==> config.mk <==
export PLATFORM = sky130hd
export DESIGN_NAME = banked_pc_seq
export DESIGN_NICKNAME = d
export VERILOG_FILES = /design/src/rtl/banked_pc_seq.sv
export SDC_FILE = /design/constraint.sdc
export NUM_CORES = 1
export LEC_CHECK = 0
export CORE_ASPECT_RATIO = 0.7
export CORE_MARGIN = 1.5
export CORE_UTILIZATION = 51
export DETAILED_ROUTE_END_ITERATION = 10
export PLACE_DENSITY = 0.79
export SLEW_MARGIN = 20
export SYNTH_ARGS = -nofsm -noshare
export SYNTH_HDL_FRONTEND = slang
export SYNTH_SLANG_ARGS = --single-unit
==> constraint.sdc <==
create_clock -name clk -period 2.2 [get_ports clk]
set_input_delay 0.22 -clock clk [delete_from_list [all_inputs] [get_ports clk]]
set_output_delay 0.22 -clock clk [all_outputs]
set_load 0.02 [all_outputs]
==> src/rtl/banked_pc_seq.sv <==
module banked_pc_seq #(
  parameter int PCW = 12,
  parameter int BRW = 11,
  parameter logic [PCW-1:0] TMR_VEC = 12'h004,
  parameter logic [PCW-1:0] EXT_VEC = 12'h008
) (
  input  logic           clk,
  input  logic           rst_n,
  input  logic           step,
  input  logic [2:0]     op,
  input  logic           br_taken,
  input  logic [PCW-1:0] target,
  input  logic           carry_in,
  input  logic           bank_wr,
  input  logic           bank_in,
  input  logic           ei_cmd,
  input  logic           di_cmd,
  input  logic           tmr_evt,
  input  logic           ext_evt,
  output logic [PCW-1:0] pc,
  output logic           bank,
  output logic [PCW:0]   fetch_addr,
  output logic           int_en,
  output logic           in_sub,
  output logic           in_isr,
  output logic           tmr_pend,
  output logic           ext_pend,
  output logic           take_tmr,
  output logic           take_ext,
  output logic           carry_ld,
  output logic           carry_val
);
  localparam logic [2:0] OP_INC1 = 3'd1, OP_INC2 = 3'd2, OP_JMP = 3'd3, OP_CALL = 3'd4,
                         OP_BR = 3'd5, OP_RET = 3'd6, OP_RETI = 3'd7;

  logic [PCW-1:0] stk_pc;
  logic           stk_c;
  logic           accept;
  logic [PCW-1:0] pc_p1, pc_p2;

  assign accept     = step & int_en & ~in_sub & ~in_isr;
  assign take_tmr   = accept & tmr_pend;
  assign take_ext   = accept & ext_pend & ~tmr_pend;
  assign fetch_addr = {bank, pc};
  assign pc_p1      = pc + PCW'(1);
  assign pc_p2      = pc + PCW'(2);

  always_ff @(posedge clk or negedge rst_n) begin
    if (!rst_n) begin
      pc <= '0; bank <= 1'b1; int_en <= 1'b0;
      in_sub <= 1'b0; in_isr <= 1'b0;
      tmr_pend <= 1'b0; ext_pend <= 1'b0;
      stk_pc <= '0; stk_c <= 1'b0;
      carry_ld <= 1'b0; carry_val <= 1'b0;
    end else begin
      carry_ld <= 1'b0;
      if (bank_wr) bank <= bank_in;
      if (di_cmd) int_en <= 1'b0;
      else if (ei_cmd) int_en <= 1'b1;
      tmr_pend <= tmr_evt | (tmr_pend & ~take_tmr);
      ext_pend <= ext_evt | (ext_pend & ~take_ext);
      if (take_tmr || take_ext) begin
        pc     <= take_tmr ? TMR_VEC : EXT_VEC;
        stk_pc <= pc;
        stk_c  <= carry_in;
        in_isr <= 1'b1;
      end else if (step) begin
        unique case (op)
          OP_INC1: pc <= pc_p1;
          OP_INC2: pc <= pc_p2;
          OP_JMP:  pc <= target;
          OP_CALL: begin
            stk_pc <= pc_p2; stk_c <= 1'b0; in_sub <= 1'b1; pc <= target;
          end
          OP_BR:   pc <= br_taken ? {pc[PCW-1:BRW], target[BRW-1:0]} : pc_p2;
          OP_RET:  begin pc <= stk_pc; in_sub <= 1'b0; end
          OP_RETI: begin
            pc <= stk_pc; in_isr <= 1'b0; carry_ld <= 1'b1; carry_val <= stk_c;
          end
          default: ;
        endcase
      end
    end
  end

  p_prio_r7: assert property (@(posedge clk) disable iff (!rst_n)
    $onehot0({take_tmr, take_ext}));
  p_tvec_r6: assert property (@(posedge clk) disable iff (!rst_n)
    take_tmr |=> (pc == TMR_VEC) && in_isr);
  p_evec_r6: assert property (@(posedge clk) disable iff (!rst_n)
    take_ext |=> (pc == EXT_VEC) && in_isr);
  p_bank_r11: assert property (@(posedge clk) disable iff (!rst_n)
    !bank_wr |=> bank == $past(bank));
  p_hold_r12: assert property (@(posedge clk) disable iff (!rst_n)
    !step |=> (pc == $past(pc)) && (in_sub == $past(in_sub)) && (in_isr == $past(in_isr)));
  p_br_r4: assert property (@(posedge clk) disable iff (!rst_n)
    (step && op == OP_BR && br_taken && !take_tmr && !take_ext) |=> pc[PCW-1] == $past(pc[PCW-1]));
  p_cld_r8: assert property (@(posedge clk) disable iff (!rst_n)
    carry_ld |-> !in_isr);
endmodule

# Word-level counts from Yosys, hierarchy flattened
# Cells that the tools add are included.
[word_totals]
out_inout_bits = 35
elab_cells = 73
in_bits = 26
register_bits = 33
[classes]
bitwise_logic = 16
n_reduce_logical = 15
mux = 20
n_eq_ne = 8
n_addsub = 2
[ops]
columns = ["operator", "count"]
rows = [
  ["two-way mux 12 bit", 6],
  ["one-hot mux 12 bit (5 select lines)", 1],
  ["adder 12 x 1 -> 12 bit (second input constant)", 1],
  ["adder 12 x 2 -> 12 bit (second input constant)", 1],
  ["== test 3 bit (second input constant)", 4],
  ["two-way mux 1 bit", 11],
  ["nonzero test 2 bit", 5],
  ["AND reduction 3 bit", 3],
  ["AND 1 bit", 8],
  ["== test 3 x 2 -> 1 bit (second input constant)", 2],
  ["inverter 1 bit", 6],
  ["AND reduction 2 bit", 3],
  ["nonzero test 6 bit", 1],
  ["two-way mux 4 bit", 1],
  ["OR reduction 2 bit", 2],
  ["== test 3 x 1 -> 1 bit (second input constant)", 1],
  ["!= test 3 bit (second input constant)", 1],
  ["bitwise OR 1 bit", 2],
  ["one-hot mux 1 bit (2 select lines)", 1],
  ["logical OR 1 bit", 1],
]

# Logic depth before layout (Yosys ltp)
[logic_depth]
depth_word = 8
mapped_depth = 7
mapped_depth_nobuf = 6

# Worst setup path after synthesis
# OpenSTA, ideal clock, no wires.
[synth_timing]
kind = "register to register"
from = "reg pc[1]"
to = "reg pc[7]"
arrival_ns = 1.807
path_stages_with_launch = 8
period_less_slack_ns = 1.907
slack_ns = 0.293
setup_ns = 0.101
n_path_buf = 1
required_ns = 2.099
cell_sequence = "dfrtp_1 -> ha_1 -> buf_2 -> nand2_1 -> o21ai_1 -> a22oi_1 -> o311a_1 -> o32ai_1"
[synth_via]
elab_chain_cells = 5
word_cells_on_any_way = 6
classes_between = "add/sub (2); mux (4)"
[synth_lines]
columns = ["element", "line", "source"]
rows = [
  ["start: declaration", "20", "output logic [PCW-1:0] pc,"],
  ["start signal: assignment", "63", "pc <= take_tmr ? TMR_VEC : EXT_VEC;"],
  ["start signal: assignment", "69", "OP_INC1: pc <= pc_p1;"],
  ["start signal: assignment", "70", "OP_INC2: pc <= pc_p2;"],
  ["adder 12 x 2 -> 12 bit", "46", "assign pc_p2 = pc + PCW'(2);"],
  ["two-way mux 12 bit", "75", "OP_BR: pc <= br_taken ? {pc[PCW-1:BRW], target[BRW-1:0]} : pc_p2;"],
  ["one-hot mux 12 bit (5 select lines) *", "68", "unique case (op)"],
  ["two-way mux 12 bit *", "67", "end else if (step) begin"],
  ["two-way mux 12 bit *", "62", "if (take_tmr || take_ext) begin"],
]
# Mark *: on every way between the ends. The rest lies on a longest branch, timed or not. The select of a mux whose other input is x is not followed.
# A chain may end at the register's enable or synchronous reset.

# Final worst setup path
[layout_timing]
from = "reg in_sub"
to = "out take_tmr"
[layout_via]
elab_chain_cells = 4
[layout_lines]
columns = ["element", "line", "source"]
rows = [
  ["start: declaration", "24", "output logic in_sub,"],
  ["start signal: assignment", "51", "in_sub <= 1'b0; in_isr <= 1'b0;"],
  ["start signal: assignment", "73", "stk_pc <= pc_p2; stk_c <= 1'b0; in_sub <= 1'b1; pc <= target;"],
  ["start signal: assignment", "76", "OP_RET: begin pc <= stk_pc; in_sub <= 1'b0; end"],
  ["inverter 1 bit", "41", "assign accept = step & int_en & ~in_sub & ~in_isr;"],
  ["AND 1 bit (2 in a row)", "41", ""],
  ["AND 1 bit", "42", "assign take_tmr = accept & tmr_pend;"],
  ["end: declaration", "28", "output logic take_tmr,"],
]
# No other way between the ends.

==> impl_metrics.yaml <==
placed_design:
  globalplace.congestion: 0.963
  numPortBuffers: 60
  dpl_cell_area_sq_mm: 0.00323
  dp_cells: 436
  post-place-ws_ns: 0.0695
  dp_hpwl_mm: 5.70
logic_synthesis:
  synth_area_leaders: "dfrtp_1 (31%), a21oi_1 (5.7%), nand2_1 (5.0%)"
  synth.top_cell.area_share: 0.306
  async_flop_share: 1.00
  synth.most_common_cell: "nand2_1"
  synth.distinct_cells: 70
  synth_seq_cells: 33
  yosysSeqAreaShare: 0.316
  synth_commonest_cells: "nand2_1 (35), dfrtp_1 (32), a21oi_1 (30)"
  synth.largest_area_cell: "dfrtp_1"
  yosysWarningCount: 0
  syn_inst: 316
  synth_area_sq_mm: 0.00261
  syn_nets: 345
  avgSynthCellArea_sq_um: 8.27
  synth_edf_count: 0
  synth_ff_type: "dfrtp_1"
clock_network:
  htree_num_levels: 2
  clock_sinks: 33
  clk_latency_ns: 0.29
  tritoncts: "done"
  max-clock-path-buffers: 2
  post_cts.repair.setup_buffers: 0
  cts_buffers: 5
  cts-root-buf: "clkbuf_8"
  clk_pin_slew_worst_paths_ns: 0.07
timing:
  slew_violations: 0
  fmax_mhz: 476
  fin_tns_setup_ns: 0
  setup_viol: 0
  finalHoldViolCount: 0
  finalClockSkew_ns: 0.00442
  hold-worst-slack_ns: 0.334
  max_slew_margin: 0.669
  final.min_clock_period_ns: 2.10
  fin_ws_ns: 0.0971
  period_share: 0.956
  rsz0062_at_grt: "no"
  worst_slew_pin_slew_ns: 0.496
worst_setup_path:
  r2r_cells: 4
  critical_path.max_fanout: 5
  slowest_delay_ns: 0.64
  cp.buffers_inverters: 1
  cpMaxStageDelayCell: "clkdlybuf4s50_1"
  critical_path_arrival_ns: 1.88
  critPathRequiredTime_ns: 1.98
  path_cells: "and4bb_1, and2_1, clkdlybuf4s50_1"
  setup.worst_path.start_class: "flip-flop"
  critPathKind: "reg2out"
  critPathTopFamily: "buffers and inverters"
  cp_num_cells: 3
  cp-end-kind: "output pin"
cells_and_area:
  top_regs: "pc (12), stk_pc (12)"
  regArea_sq_um: 827
  fillCellCount: 415
  fin_area_sq_mm: 0.00333
  diodes: 0
  drive_above_1_share: 0.136
  multi_input_area_sq_mm: 0.00147
  area_growth_pct: 27.3
  fin_cells: 444
  nets: 403
floorplanning:
  fp.dieH_um: 62.9
  start_util: 0.538
  die_area_sq_mm: 0.00557
  coreArea_sq_mm: 0.00486
  rows: 21
  die_x_um: 88.6
  ios: 61
drt:
  dr.pass1.iters: 5
  drc: 0
  via_per_inst: 6.14
  vias: 2728
  drt-wirelength-per-cell_um: 17.7
  drt_iter0_markers: 309
  ant_nets: 0
  wl_mm: 7.86
status:
  status: "finished, final reports clean"
power_and_ir_drop:
  leakage_nw: 1.36
  powerDensity_mw_per_mm2: 852
  ir_drop_uv: 533
grt:
  grt_pass1_wl_mm: 12.8
  grt_max_degree: 34
  grt_overflow: 0
  track_usage: 0.298
  antenna_found_initial: 0
  grt_pass1_vias: 2426
min_path:
  hold_class: "in2async"
flow_run:
  cap_violations: 0
## stage by stage
stage,util,power [mW]
5_1_grt,0.684,2.99
2_1_floorplan,-,1.86
3_3_place_gp,0.665,2.31
6_report,0.684,2.83
3_5_place_dp,0.665,2.33
4_1_cts,0.684,2.82
## what timing repair did
item                                    4_1_cts  5_1_grt
gates resized for setup                       0        1
hold buffers                                  0        0
endpoints found under the setup margin        0        1
## cells in the final DEF, fill, tap and decap left out, types with 4 or more instances in the layout
cell	n
o21a_1	4
nand3_1	13
a221o_1	4
nor4_1	5
a21oi_1	30
nor3_1	5
o21ai_0	23
clkdlybuf4s50_1	59
clkbuf_8	6
a221oi_1	4
buf_4	29
a211oi_1	4
inv_1	9
dfrtp_1	32
o21ai_1	4
a31oi_1	8
nor2_1	24
nand2_1	35
## layout make-up
type	count	area share
Multi-Input combinational cell	235	0.440
Sequential cell	33	0.249
Inverter	10	0.0113
Timing Repair Buffer	89	0.247
Tap cell	69	0.0259
Clock buffer	8	0.0271
## path summary, 6_finish.rpt
kind                        start        end  slack, ns
setup / recovery           in_sub   take_tmr        0.1
max in group asynchronous   rst_n       bank       1.53
hold / removal              rst_n      pc[5]       0.33
setup reg to reg            pc[6]     pc[11]       0.28
min in group clk           di_cmd     int_en       0.45
hold reg to reg             stk_c  carry_val       0.50
## kinds of logic (layout without fill, tap and decap cells)
| family | Yosys count | in the layout | synth area share |
|---|---|---|---|
| AOI/OAI and AO/OA | 116 | 116 | 0.295 |
| and+or+nand+nor | 110 | 110 | 0.229 |
| buffers and inverters | 48 | 107 | 0.123 |
| DFF | 33 | 33 | 0.316 |
| xor gates and xnor gates | 4 | 4 | 0.0134 |
| adders and majority gates | 3 | 3 | 0.0144 |
| muxes | 2 | 2 | 0.00862 |
## worst register-to-register path: stages (launching register included)
cell	delay (ns)
dfrtp_1	0.49
and4_1	0.56
nand2_1	0.19
o41a_1	0.35
a211oi_1	0.23
## power by group
| part | switching [mW] | internal [mW] |
|---|---|---|
| Sequential | 0.193 | 0.803 |
| Combinational | 0.741 | 0.613 |
| Clock | 0.229 | 0.255 |
| Total | 1.16 | 1.67 |
## layer usage
metal	up-vias	share of wire	track usage
met4	0	0.0081	0.0664
met1	1289	0.47	0.461
li1	1272	-	-
met5	-	0	0
met2	157	0.43	0.415
met3	10	0.091	0.0727
Power figures use the tool's default switching activity.
